$ cat src/rtl/edid_ctl_pkg.sv
package edid_ctl_pkg;

    typedef enum logic [1:0] {
        PH_IDLE = 2'd0,
        PH_DATA = 2'd1,
        PH_WAIT = 2'd2
    } phase_e;

    // register offsets
    localparam logic [1:0] OFS_PIN    = 2'd0;
    localparam logic [1:0] OFS_CMD    = 2'd1;
    localparam logic [1:0] OFS_STATUS = 2'd2;
    localparam logic [1:0] OFS_DATA   = 2'd3;

    // command fields
    localparam int CMD_DIR     = 0;
    localparam int CMD_ADDR_LO = 1;
    localparam int CMD_IDX_LO  = 8;
    localparam int CMD_CNT_LO  = 16;
    localparam int CMD_CNT_W   = 9;
    localparam int CMD_CYC_LO  = 25;
    localparam int CMD_SWRDY   = 30;
    localparam int CMD_SWCLR   = 31;

    // status bits
    localparam int ST_ACTIVE = 0;
    localparam int ST_TERR   = 1;
    localparam int ST_HWRDY  = 2;
    localparam int ST_WAITF  = 3;
    localparam int ST_INUSE  = 4;

    function automatic logic [7:0] table_byte(input logic [15:0] idx,
                                              input logic [7:0]  step,
                                              input logic [7:0]  seed);
        return 8'(idx * 16'(step) + 16'(seed));
    endfunction

endpackage

$ cat src/rtl/edid_pin_map.sv
module edid_pin_map #(
    parameter int NUM_PORTS = 4,
    parameter int PORT_W    = 2
) (
    input  logic [2:0]        pin,
    output logic              hit,
    output logic [PORT_W-1:0] port
);
    assign hit  = (pin != 3'd0) && (int'(pin) <= NUM_PORTS);
    assign port = PORT_W'(pin - 3'd1);
endmodule

$ cat src/rtl/edid_pack_lanes.sv
module edid_pack_lanes
    import edid_ctl_pkg::*;
#(
    parameter int LANES       = 4,
    parameter int TABLE_BYTES = 128,
    parameter int PTR_W       = 10,
    parameter int LANE_W      = 3,
    parameter int STEP        = 29,
    parameter int SEED        = 60
) (
    input  logic [PTR_W-1:0]     ptr,
    input  logic [LANE_W-1:0]    n,
    input  logic                 allow,
    output logic [8*LANES-1:0]   word
);
    for (genvar i = 0; i < LANES; i++) begin : g_lane
        logic [PTR_W:0] idx;
        logic           take;
        assign idx  = {1'b0, ptr} + (PTR_W+1)'(i);
        assign take = allow && (LANE_W'(i) < n) && (idx < (PTR_W+1)'(TABLE_BYTES));
        assign word[8*i +: 8] = take ? table_byte(16'(idx), 8'(STEP), 8'(SEED)) : 8'h00;
    end
endmodule

$ cat src/rtl/edid_reg_ctl.sv
module edid_reg_ctl
    import edid_ctl_pkg::*;
#(
    parameter int          NUM_PORTS   = 4,
    parameter int          TABLE_BYTES = 128,
    parameter int          LANES       = 4,
    parameter logic [6:0]  EDID_ADDR   = 7'h50,
    parameter int          TABLE_STEP  = 29,
    parameter int          TABLE_SEED  = 60
) (
    input  logic                 clk,
    input  logic                 rst_n,
    input  logic [NUM_PORTS-1:0] monitor_present,
    input  logic                 host_wr,
    input  logic                 host_rd,
    input  logic [1:0]           host_addr,
    input  logic [31:0]          host_wdata,
    output logic [31:0]          host_rdata
);
    localparam int PORT_W = (NUM_PORTS > 1) ? $clog2(NUM_PORTS) : 1;
    localparam int PTR_W  = CMD_CNT_W + 1;
    localparam int LANE_W = $clog2(LANES + 1);
    localparam int WORD_W = 8 * LANES;

    typedef struct packed {
        logic [2:0]        pin;
        logic [31:0]       cmd;
        logic              active;
        logic              terr;
        logic              hwrdy;
        logic              waitf;
        logic              inuse;
        phase_e            phase;
        logic              sel;
        logic              avail;
        logic [PORT_W-1:0] port;
        logic [PTR_W-1:0]  ptr;
        logic [CMD_CNT_W-1:0] count;
        logic [31:0]       data;
        logic [31:0]       rdata;
    } state_t;

    state_t state_d, state_q;

    // pin decode of the incoming write value
    logic              pin_hit;
    logic [PORT_W-1:0] pin_port;

    edid_pin_map #(.NUM_PORTS(NUM_PORTS), .PORT_W(PORT_W)) u_pin_map (
        .pin (host_wdata[2:0]),
        .hit (pin_hit),
        .port(pin_port)
    );

    // bytes still owed to the host
    logic signed [11:0] left;
    logic [LANE_W-1:0]  take_n;
    logic               bytes_ok;
    logic [WORD_W-1:0]  packed_word;

    assign left     = $signed({3'b0, state_q.count}) - $signed({2'b0, state_q.ptr});
    assign take_n   = (int'(left) >= LANES) ? LANE_W'(LANES) : LANE_W'(left);
    assign bytes_ok = state_q.sel && state_q.avail && monitor_present[state_q.port];

    edid_pack_lanes #(
        .LANES(LANES), .TABLE_BYTES(TABLE_BYTES), .PTR_W(PTR_W),
        .LANE_W(LANE_W), .STEP(TABLE_STEP), .SEED(TABLE_SEED)
    ) u_pack (
        .ptr  (state_q.ptr),
        .n    (take_n),
        .allow(bytes_ok),
        .word (packed_word)
    );

    logic [31:0] status_word;
    assign status_word = {24'b0, state_q.phase, 1'b0, state_q.inuse, state_q.waitf,
                          state_q.hwrdy, state_q.terr, state_q.active};

    logic [31:0] wv;
    logic [2:0]  new_cyc;
    logic [2:0]  old_cyc;
    assign old_cyc = state_q.cmd[CMD_CYC_LO +: 3];

    always_comb begin
        state_d = state_q;
        wv      = host_wdata;
        wv[CMD_SWRDY] = 1'b0;
        new_cyc = wv[CMD_CYC_LO +: 3];

        if (host_wr) begin
            unique case (host_addr)
                OFS_PIN: begin
                    state_d.pin   = host_wdata[2:0];
                    state_d.sel   = 1'b0;
                    state_d.avail = 1'b0;
                    state_d.ptr   = '0;
                    state_d.count = '0;
                    if (pin_hit) begin
                        state_d.phase  = PH_IDLE;
                        state_d.active = 1'b0;
                        state_d.hwrdy  = 1'b1;
                        state_d.waitf  = 1'b1;
                        state_d.port   = pin_port;
                        if (monitor_present[pin_port]) begin
                            state_d.avail = 1'b1;
                            state_d.terr  = 1'b0;
                        end else begin
                            state_d.terr  = 1'b1;
                        end
                    end
                end
                OFS_CMD: begin
                    if (state_q.cmd[CMD_SWCLR]) begin
                        if (!host_wdata[CMD_SWCLR]) begin
                            state_d.cmd[CMD_SWCLR] = 1'b0;
                            state_d.active = 1'b0;
                            state_d.terr   = !state_q.avail;
                            state_d.hwrdy  = 1'b1;
                            state_d.waitf  = 1'b0;
                            state_d.inuse  = 1'b0;
                            state_d.phase  = PH_IDLE;
                        end
                    end else begin
                        if (wv[CMD_SWCLR]) state_d.hwrdy = 1'b1;
                        state_d.count = wv[CMD_CNT_LO +: CMD_CNT_W];
                        if (wv[CMD_ADDR_LO +: 7] == EDID_ADDR) state_d.sel = 1'b1;
                        if (new_cyc[1]) state_d.ptr = PTR_W'(wv[CMD_IDX_LO +: 8]);
                        if (new_cyc == 3'd4) begin
                            if (old_cyc != 3'd0) begin
                                state_d.sel    = 1'b0;
                                state_d.avail  = 1'b0;
                                state_d.ptr    = '0;
                                state_d.count  = '0;
                                state_d.phase  = PH_IDLE;
                                state_d.active = 1'b0;
                            end
                        end else if (new_cyc[0]) begin
                            state_d.phase  = PH_DATA;
                            state_d.active = 1'b1;
                        end
                        state_d.cmd = wv;
                    end
                end
                OFS_STATUS: begin
                    if (host_wdata[ST_INUSE]) state_d.inuse = 1'b0;
                end
                default: ;
            endcase
        end

        if (host_rd) begin
            unique case (host_addr)
                OFS_PIN:    state_d.rdata = {29'b0, state_q.pin};
                OFS_CMD:    state_d.rdata = state_q.cmd;
                OFS_STATUS: begin
                    state_d.rdata = status_word;
                    state_d.inuse = 1'b1;
                end
                default: begin
                    if (state_q.cmd[CMD_DIR] && (left > 12'sd0)) begin
                        state_d.data  = 32'(packed_word);
                        state_d.rdata = 32'(packed_word);
                        state_d.ptr   = state_q.ptr + PTR_W'(take_n);
                        if (int'(left) <= LANES) begin
                            state_d.phase  = old_cyc[2] ? PH_IDLE : PH_WAIT;
                            state_d.active = 1'b0;
                            state_d.sel    = 1'b0;
                            state_d.avail  = 1'b0;
                            state_d.ptr    = '0;
                            state_d.count  = '0;
                        end
                    end else begin
                        state_d.rdata = state_q.data;
                    end
                end
            endcase
        end
    end

    always_ff @(posedge clk) begin
        if (!rst_n) begin
            state_q        <= '0;
            state_q.hwrdy  <= 1'b1;
            state_q.terr   <= 1'b1;
            state_q.phase  <= PH_IDLE;
        end else begin
            state_q <= state_d;
        end
    end

    assign host_rdata = state_q.rdata;

    // the active flag tracks the data phase
    p_active_phase_r8: assert property (@(posedge clk) disable iff (!rst_n)
        state_q.active == (state_q.phase == PH_DATA));

    // a status read leaves in-use set
    p_inuse_set_r9: assert property (@(posedge clk) disable iff (!rst_n)
        (host_rd && host_addr == OFS_STATUS) |=> state_q.inuse);

    // writing one to in-use clears it
    p_inuse_clear_r9: assert property (@(posedge clk) disable iff (!rst_n)
        (host_wr && host_addr == OFS_STATUS && host_wdata[ST_INUSE]) |=> !state_q.inuse);

    // a valid pin select leaves the bus ready and not active
    p_pin_ready_r2: assert property (@(posedge clk) disable iff (!rst_n)
        (host_wr && host_addr == OFS_PIN && pin_hit) |=>
            (state_q.hwrdy && state_q.waitf && !state_q.active && state_q.phase == PH_IDLE));

    // a data read with nothing owed keeps the held word
    p_hold_r6: assert property (@(posedge clk) disable iff (!rst_n)
        (host_rd && host_addr == OFS_DATA && left <= 12'sd0) |=>
            ($stable(state_q.data) && host_rdata == state_q.data));

    // a full-width read advances the pointer by the lane count
    p_ptr_step_r5: assert property (@(posedge clk) disable iff (!rst_n)
        (host_rd && host_addr == OFS_DATA && state_q.cmd[CMD_DIR] && int'(left) > LANES) |=>
            (state_q.ptr == $past(state_q.ptr) + PTR_W'(LANES)));

    // the software-ready bit never stays in the stored command
    p_swrdy_clear_r11: assert property (@(posedge clk) disable iff (!rst_n)
        (host_rd && host_addr == OFS_CMD) |=> !host_rdata[CMD_SWRDY]);

endmodule

$ cat config.mk
export PLATFORM = sky130hd
export DESIGN_NAME = edid_reg_ctl
export DESIGN_NICKNAME = d
export VERILOG_FILES = /design/src/rtl/edid_ctl_pkg.sv /design/src/rtl/edid_pin_map.sv /design/src/rtl/edid_pack_lanes.sv /design/src/rtl/edid_reg_ctl.sv
export SDC_FILE = /design/constraint.sdc
export NUM_CORES = 1
export LEC_CHECK = 0
export BUFFER_PORTS_ARGS = -buffer_cell sky130_fd_sc_hd__buf_2
export CORE_MARGIN = 1
export CORE_UTILIZATION = 57
export CTS_BUF_LIST = sky130_fd_sc_hd__clkbuf_8
export CTS_CLUSTER_DIAMETER = 50
export DETAILED_ROUTE_END_ITERATION = 16
export PLACE_DENSITY = 0.8
export SLEW_MARGIN = 20
export SYNTH_ARGS = -nofsm -noshare
export SYNTH_HDL_FRONTEND = slang
export SYNTH_SLANG_ARGS = --single-unit
$ cat constraint.sdc
create_clock -name clk -period 4.9 [get_ports clk]
set_input_delay 0.735 -clock clk [delete_from_list [all_inputs] [get_ports clk]]
set_output_delay 0.735 -clock clk [all_outputs]
set_load 0.005 [all_outputs]
=== Word-level counts from Yosys, hierarchy flattened ===
Index checks and enable logic that the tools add are counted.

* $add $sub $neg: 10
* $mul: 4
* Divide/modulo/power cells: 0
* Magnitude comparators: 14
* Equal/unequal tests: 9
* Shifts and indexed selects: 0
* Multiplexer cells: 59
* Bitwise gates (word level): 2
* Reductions and logical operators: 25

{| class="wikitable"
|+ Operators with widths
! kind !! number
|-
| 51-bit 2-to-1 mux || 2
|-
| 32-bit case mux with 3 select lines || 1
|-
| 83-bit 2-to-1 mux || 1
|-
| 19-bit 2-to-1 mux || 4
|-
| 19-bit case mux with 2 select lines || 1
|-
| 11-bit by 8-bit less-than comparator with 1-bit output (second input constant) || 3
|-
| 11-bit by 5-bit multiplier with 8-bit output (second input constant) || 3
|-
| 8-bit by 6-bit adder with 8-bit output (second input constant) || 4
|-
| 32-bit 2-to-1 mux || 1
|-
| 8-bit 2-to-1 mux || 4
|-
| 30-bit 2-to-1 mux || 1
|-
| 10-bit by 2-bit adder with 11-bit output (second input constant) || 2
|-
| 1-bit 2-to-1 mux || 20
|-
| 4-bit 2-to-1 mux || 5
|-
| 2-bit 2-to-1 mux || 9
|-
| 4-bit case mux with 2 select lines || 2
|-
| 1-bit logical AND || 12
|-
| 10-bit by 1-bit adder with 11-bit output (second input constant) || 1
|-
| 11-bit by 4-bit greater-or-equal comparator with 1-bit output (second input constant) || 1
|-
| 11-bit by 1-bit greater-than comparator with 1-bit output (second input constant) || 1
|-
| 11-bit by 4-bit <= comparator with 1-bit output (second input constant) || 1
|-
| 9-bit by 10-bit subtractor with 11-bit output || 1
|-
| 10-bit by 3-bit adder with 10-bit output || 1
|-
| 10-bit by 8-bit less-than comparator with 1-bit output (second input constant) || 1
|-
| other kinds (27) || 41
|}

* Bits in registers: 128
* Bits in latches: 0
* RAM bits: 0
* Bits in read-only memories: 0
* Bits of input ports: 42
* Output and inout port bits: 32
* Word-level logic and storage cells: 139
* Memories: 0

=== Depth between registers and ports, before layout ===
Gate-level depths: netlist of run 1.

* Depth after elaboration: 11
* Gate-level depth with buffers: 22
* Depth with buffers taken out: 20

=== Hierarchy ===
Synthesis of run 1 repeated with hierarchy kept, for this count alone.

* Cells, all modules: 1,034
* Area, all modules: 8,983.6 um2

{| class="wikitable"
|+ By module, submodules not included
! module !! instances !! cells each !! area an instance (um2) !! sequential area each (um2)
|-
| edid_reg_ctl || 1 || 737 || 6,376.1 || 2,562.5
|-
| edid_pack_lanes || 1 || 292 || 2,575.0 || 0.0
|-
| edid_pin_map || 1 || 5 || 32.5 || 0.0
|}

=== Worst setup path after synthesis of run 1 ===
Ideal clock, no wire load.

* Path type: register to register
* From: reg state_q[74] (netlist name)
* To: reg state_q, in the netlist host_rdata[31]
* Library setup time: 136 ps
* Arrival time: 4,457 ps
* Required time: 4,764 ps
* Path slack: 307 ps
* Stages on the path, launching flop included: 19
* Buffers on the path: 1
* Clock period less this slack: 4,593 ps
* Cells stage by stage: dfxtp_1 -> clkbuf_1 -> inv_1 -> ha_1 -> a21oi_1 -> xnor2_1 -> fa_1 -> inv_1 -> fa_1 -> inv_1 -> fa_1 -> ha_1 -> a21oi_1 -> xnor2_1 -> xnor2_1 -> xnor2_1 -> nor2_1 -> mux2i_1 -> a31oi_1

* Longest elaborated chain between the ends: 9
* Elaborated cells on any way between the ends: 15
* Classes of those cells: add/sub: 3; mul: 1; order compare: 4; mux: 4; reduce/logical: 3

{| class="wikitable"
|+ RTL lines
! element !! line !! text
|-
| from (decl) || edid_reg_ctl.sv:43 || <nowiki>state_t state_d, state_q;</nowiki>
|-
| from (signal assigned) || edid_reg_ctl.sv:187 || <nowiki>state_q <= state_d;</nowiki>
|-
| branches (longest 7 deep; another with 10-bit by 2-bit adder with 11-bit output) || n/a ||
|-
| 32-bit 2-to-1 mux (*) || edid_reg_ctl.sv:160 || <nowiki>if (state_q.cmd[CMD_DIR] && (left > 12'sd0)) begin</nowiki>
|-
| 32-bit case mux with 3 select lines (*) || edid_reg_ctl.sv:152 || <nowiki>unique case (host_addr)</nowiki>
|}

Mark *: on every way between the ends.
A chain may end at the register's enable or synchronous reset.

=== Worst setup path after layout of run 1 ===
* From: reg state_q[73] (netlist name)
* To: reg state_q[81] (netlist name)

* Longest elaborated chain between the ends: 8
* Elaborated cells on any way between the ends: 11
* Classes of those cells: add/sub: 2; order compare: 3; mux: 5; reduce/logical: 1

{| class="wikitable"
|+ RTL lines
! element !! line !! text
|-
| 9-bit by 10-bit subtractor with 11-bit output || edid_reg_ctl.sv:61 || <nowiki>assign left = $signed({3'b0, state_q.count}) - $signed({2'b0, state_q.ptr});</nowiki>
|-
| 11-bit by 4-bit greater-or-equal comparator with 1-bit output || edid_reg_ctl.sv:62 || <nowiki>assign take_n = (int'(left) >= LANES) ? LANE_W'(LANES) : LANE_W'(left);</nowiki>
|-
| 3-bit 2-to-1 mux || edid_reg_ctl.sv:62 ||
|-
| 10-bit by 3-bit adder with 10-bit output || edid_reg_ctl.sv:163 || <nowiki>state_d.ptr = state_q.ptr + PTR_W'(take_n);</nowiki>
|-
| 19-bit 2-to-1 mux || edid_reg_ctl.sv:164 || <nowiki>if (int'(left) <= LANES) begin</nowiki>
|-
| 51-bit 2-to-1 mux (*) || edid_reg_ctl.sv:160 ||
|-
| 51-bit 2-to-1 mux (*) || edid_reg_ctl.sv:152 ||
|-
| 83-bit 2-to-1 mux (*) || edid_reg_ctl.sv:151 || <nowiki>if (host_rd) begin</nowiki>
|}

Every way passes the cells marked *; elsewhere a longest branch is shown, timed or not.

==> results of run 1 <==
[tightest hold or removal path, stage by stage, from the launching register on]
cell	delay [ns]
dfxtp_1	0.31
nand2_1	0.05
a21boi_1	0.05
[area by class of cell]
cell class / count / share of cell area
flip-flops and latches: 128 / 0.263
clock buffers: 21 / 0.0297
multi-input cells: 789 / 0.579
repair buffers: 101 / 0.0593
inverters: 74 / 0.0285
clock inverters: 11 / 0.0132
well taps: 211 / 0.0271
[registers in the layout, summed over array words and instances, names as in the netlist]
| name | count |
|---|---|
| old_cyc | 3 |
| state_q | 93 |
| host_rdata | 32 |
[through the flow]
step	hold slack, ns	instances	total power, W
after floorplan	0.416	1087	0.00149
after global placement	0.428	1303	0.00161
after global routing	0.474	1335	0.00268
final	0.448	1335	0.00257
after CTS	0.450	1335	0.00257
after detailed placement	0.440	1303	0.00162
[layout by cell type, fill, tap and decap left out, drive strengths merged, types with 7 or more instances in the layout]
cell    count
xnor2      48
nand2b     13
nor2b      18
nor3       18
buf       101
dfxtp     128
a21oi      49
nor2       41
ha         60
inv        75
nand2     164
fa         33
a41oi      15
o21ai      48
a31oi       9
a21boi     49
a22oi      19
or3         8
mux2        7
nand3      47
a22o       11
and2       19
xor2       13
clkbuf     21
a21o        9
[synth_stat cells, types with 33 or more instances]
cell type / instances
inv_1: 73
clkbuf_1: 39
a21oi_1: 46
o21ai_0: 42
ha_1: 60
xnor2_1: 48
nand2_1: 164
dfxtp_1: 128
fa_1: 33
a21boi_0: 38
nand3_1: 47
nor2_1: 40
buf_4: 35
[cells by family after synthesis]
kind of cell,share of synthesized area
simple gates,0.186
compound gates,0.208
buf+inv,0.0887
flops,0.285
fa+ha+maj,0.157
xor+xnor,0.0593
mux,0.0168
[routing by layer]
layer / track usage / up-vias / part of all wire
li1: - / 3780 / -
met1: 0.397 / 3771 / 0.42
met2: 0.484 / 353 / 0.45
met3: 0.0977 / 52 / 0.097
met4: 0.132 / 0 / 0.030
met5: 0 / - / 0
[power by group]
part           internal (W)  switching (W)
Combinational      0.000212       0.000311
Clock              0.000509       0.000452
Sequential          0.00107      0.0000183
Total               0.00179       0.000782
[final timing paths]
check / to / slack (ns) / cells past startpoint
setup / recovery: state_q[81] / 0.38 / 18
hold / removal: state_q[55] / 0.45 / 2
setup reg to reg: state_q[81] / 0.38 / 18
hold reg to reg: state_q[55] / 0.45 / 2
==> flow_summary.ini, run 1 <==
[floorplan]
ios = 74
die_w_um = 128
die_area_mm2 = 0.0163
start_util = 0.588
core_area_mm2 = 0.0153
die_h_um = 128
fp-row-count = 45

[setup_path]
crit_fanout = 10
cp.arrival_ns = 4.88
rr_startpoint = state_q[73]
cp-start-kind = flop
crit_chain = ha_1 > fa_1 > nand2b_2 > a211oi_1 > nor2_1 > xnor2_1 > nor4_2 > nand2_1 > o21a_1 > or2_2 > fa_1 > nor2b_1 > o21ai_0 > nor3_1 > nand3_1 > a22oi_1 > nor2_1 > o21a_1
path_class = reg2reg
cpMaxStageDelayCell = dfxtp_1
cp-startpoint = state_q[73]
cpPeakStageDelay_ns = 0.47
endpoint_kind = flop
path_buf_inv = 0
path_delay_family = simple AND/OR/NAND/NOR gates
cp.required_ns = 5.27

[yosys]
synth_top_area_share = 0.285
ys_seq_elements = 128
synth_fp_nets = 1222
syn_area_per_cell_um2 = 8.28
synth_edf_count = 0
syn_area_mm2 = 0.00900
synth_ff_type = dfxtp_1
postSynthCellCount = 1087
synth_cell_types = 76
seq_area_frac_synth = 0.285
synth_area_leader_cell = dfxtp_1
synthArstFlopShare = 0
ys_warn_count = 0
ys_top_cells_by_area = dfxtp_1 (28%), ha_1 (8.3%), fa_1 (7.3%), nand2_1 (6.8%), xnor2_1 (4.7%)

[clocking]
cts_buffers = 17
cts.sinks = 128
path_clk_slew_ns = 0.08
clk_latency_ns = 0.47
cts_buffer_depth = 2
cts_hold_buf = 0
cts-root-buf = clkbuf_8
post_cts_buffers = 0
cts-htree-levels = 4
cts_tree = done
cts_resized = 0

[detailed_routing]
drt-initial-drc-count = 768
avgRoutedWirePerCell_um = 18.1
vias = 7956
viasPerCell = 5.96
drc = 0
routed_wirelength_um = 24100
ant_nets = 0
first_pass_iters = 5

[placed_design]
io_buffers = 72
hpwl_um = 17600
placed_area_mm2 = 0.00933
gp_congestion = 0.948
dp_slack_ns = 0.406

[finish]
drive_above_1_share = 0.139
fill_cells = 1357
nets = 1246
antenna_cells = 0
multi_input_area_mm2 = 0.00564
utilization = 0.636
area_delta_synth_final_pct = 8.24
seq_area_mm2 = 0.00256
final_cell_area_mm2 = 0.00974

[timing]
slew_viol_final = 0
min_period_over_period = 0.922
rsz0062_at_grt = false
relSlewSlack = 0.408
finalSetupViolCount = 0
finClkSkew_ns = 0.0172
final_hold_viol_count = 0
worst_pin_slew_ns = 0.885
clock.fmax_ghz = 0.221
setup_tns_ns = 0
fin_ws_ns = 0.382
post-route-min-period_ns = 4.52

[grt]
antenna_found_initial = 0
grt_pass1_vias = 7532
grt.overflow.total = 0
gr-usage-all-layers = 0.310
grt_pass1_wl_um = 38700
grt_max_degree = 57

[worst_hold_path]
hp-class = reg2reg
min_from = state_q[55]

[run]
maxCapViolations = 0

[outcome]
outcome = completed

[power]
p_per_area_mw_per_mm2 = 264
peakVddDrop_mv = 0.308
p_leak_nw = 3.87
Note: power is estimated with default switching activity, not from simulation.
==> inputs of run 2 (changes only) <==
CORE_ASPECT_RATIO = 0.9   (was default)
==> flow_summary.ini, run 2 (same netlist as run 1, synthesis figures left out) <==
[timing]
finClkSkew_ns = 0.0137
clock.fmax_ghz = 0.219
slew_viol_final = 0
rsz0062_at_grt = false
final_hold_viol_count = 0
setup_tns_ns = 0
finalSetupViolCount = 0
relSlewSlack = 0.385
post-route-min-period_ns = 4.56
worst_pin_slew_ns = 0.920
min_period_over_period = 0.931

[detailed_routing]
routed_wirelength_um = 24400
first_pass_iters = 5
avgRoutedWirePerCell_um = 18.5
drt-initial-drc-count = 809
viasPerCell = 6.12
vias = 8103
drc = 0
ant_nets = 0

[power]
p_leak_nw = 3.86
peakVddDrop_mv = 0.238
p_per_area_mw_per_mm2 = 269
total_power_w = 0.00262

[finish]
final_common_cell = nand2_1
drive_above_1_share = 0.138
antenna_cells = 0
area_delta_synth_final_pct = 8.19
final_cell_mix = nand2_1 (164), dfxtp_1 (127), inv_1 (73)
nets = 1243
top_register = state_q
largest_reg_flops = 93

[clocking]
cts_buffer_depth = 2
path_clk_slew_ns = 0.08
cts-htree-levels = 4
cts-root-buf = clkbuf_8
post_cts_buffers = 0
cts_tree = done
cts_buffers = 17
clk_latency_ns = 0.48
cts.sinks = 128

[grt]
grt.overflow.total = 0
gr-usage-all-layers = 0.310
grt_busiest_layer = met2
grt_pass1_vias = 7434
grtUsageMet3 = 0.0522
grt_pass1_wl_um = 38700
antenna_found_initial = 0
met2_usage = 0.489
grt_max_degree = 56
use_met1 = 0.427

[setup_path]
crit_chain = inv_1 > ha_1 > nor2b_1 > xnor2_1 > fa_1 > inv_1 > fa_1 > inv_1 > fa_1 > ha_1 > a21oi_1 > xnor2_1 > xnor2_1 > xnor2_1 > nor2_1 > mux2i_1 > a31oi_1
r2r_end = host_rdata[31]
cp.arrival_ns = 4.90
rr_startpoint = state_q[73]
r2r_cells = 17
crit_fanout = 12
path_delay_family = adder cells
cp-start-kind = flop
crit_top_cell = xnor2_1
cpMaxStageDelayCell = dfxtp_1
cp.required_ns = 5.23
cpPeakStageDelay_ns = 0.67
endpoint_kind = flop
path_class = reg2reg
ff2ff_setup_slack_ns = 0.34
path_buf_inv = 3

[worst_hold_path]
min_path_cells = 2
hp-class = reg2reg
min_from = state_q[39]
holdPathEnd = state_q[39]

[floorplan]
fp-row-count = 43
die_area_mm2 = 0.0163
core_area_mm2 = 0.0154
die_w_um = 134
die_h_um = 121
ios = 74
start_util = 0.583

[outcome]
outcome = completed

[placed_design]
io_buffers = 72
hpwl_um = 17600
gp_congestion = 0.933

[run]
maxCapViolations = 0
## run 2: repair_timing
item | in CTS | in global routing
setup endpoints to repair | 0 | 1
gates resized for setup | 0 | 2
hold buffers | 0 | 0
## run 2: layer usage
layer,routed length (um),part of all wire,vias to the layer above
met5,0,0,-
met4,513,0.021,0
met3,2140,0.087,53
met2,11100,0.45,369
met1,10700,0.44,3911
li1,-,-,3770
## run 2: final cells by class
class	count	area [um2]
clock inverter	11	151
multi-input combinational	789	5650
sequential	128	2560
tap	202	253
fill	1321	5700
clock buffer	21	289
inverter	74	278
timing repair buffer	98	556
## run 2: per-stage QoR
stage | instances | cell area, um2 | setup slack (ns) | hold WS [ns] | utilization
3_5_place_dp | 1291 | 9290 | 0.379 | 0.441 | 0.602
2_1_floorplan | 1087 | 9000 | 0.307 | 0.416 | -
4_1_cts | 1323 | 9730 | 0.336 | 0.455 | 0.630
3_3_place_gp | 1291 | 9290 | 0.442 | 0.434 | 0.602
5_1_grt | 1323 | 9740 | 0.0769 | 0.475 | 0.631
6_report | 1323 | 9740 | 0.338 | 0.459 | 0.631
## run 2: worst max-delay path by stage
stage / slack [ns] / to / cells past startpoint / startpoint
after detailed placement: 0.38 / state_q[81] / 18 / state_q[73]
after global routing: 0.08 / state_q[81] / 18 / state_q[73]
final: 0.34 / host_rdata[31] / 17 / state_q[73]
after floorplan: 0.31 / host_rdata[31] / 18 / state_q[74]
after CTS: 0.34 / state_q[81] / 18 / state_q[73]
after global placement: 0.44 / state_q[81] / 18 / state_q[73]
## run 2: worst reg2reg max path, stage by stage (launching register included)
cell and delay, ns:
dfxtp_1 0.67, inv_1 0.13, ha_1 0.30, nor2b_1 0.15
xnor2_1 0.15, fa_1 0.52, inv_1 0.06, fa_1 0.53
inv_1 0.06, fa_1 0.50, ha_1 0.35, a21oi_1 0.18
xnor2_1 0.17, xnor2_1 0.16, xnor2_1 0.16, nor2_1 0.09
mux2i_1 0.16, a31oi_1 0.09
## run 2: power by group
part / internal (W) / switching, W / leakage [nW]
Combinational: 0.000209 / 0.000310 / 2.61
Sequential: 0.00107 / 0.0000183 / 1.04
Clock: 0.000560 / 0.000460 / 0.211
Total: 0.00184 / 0.000787 / 3.86
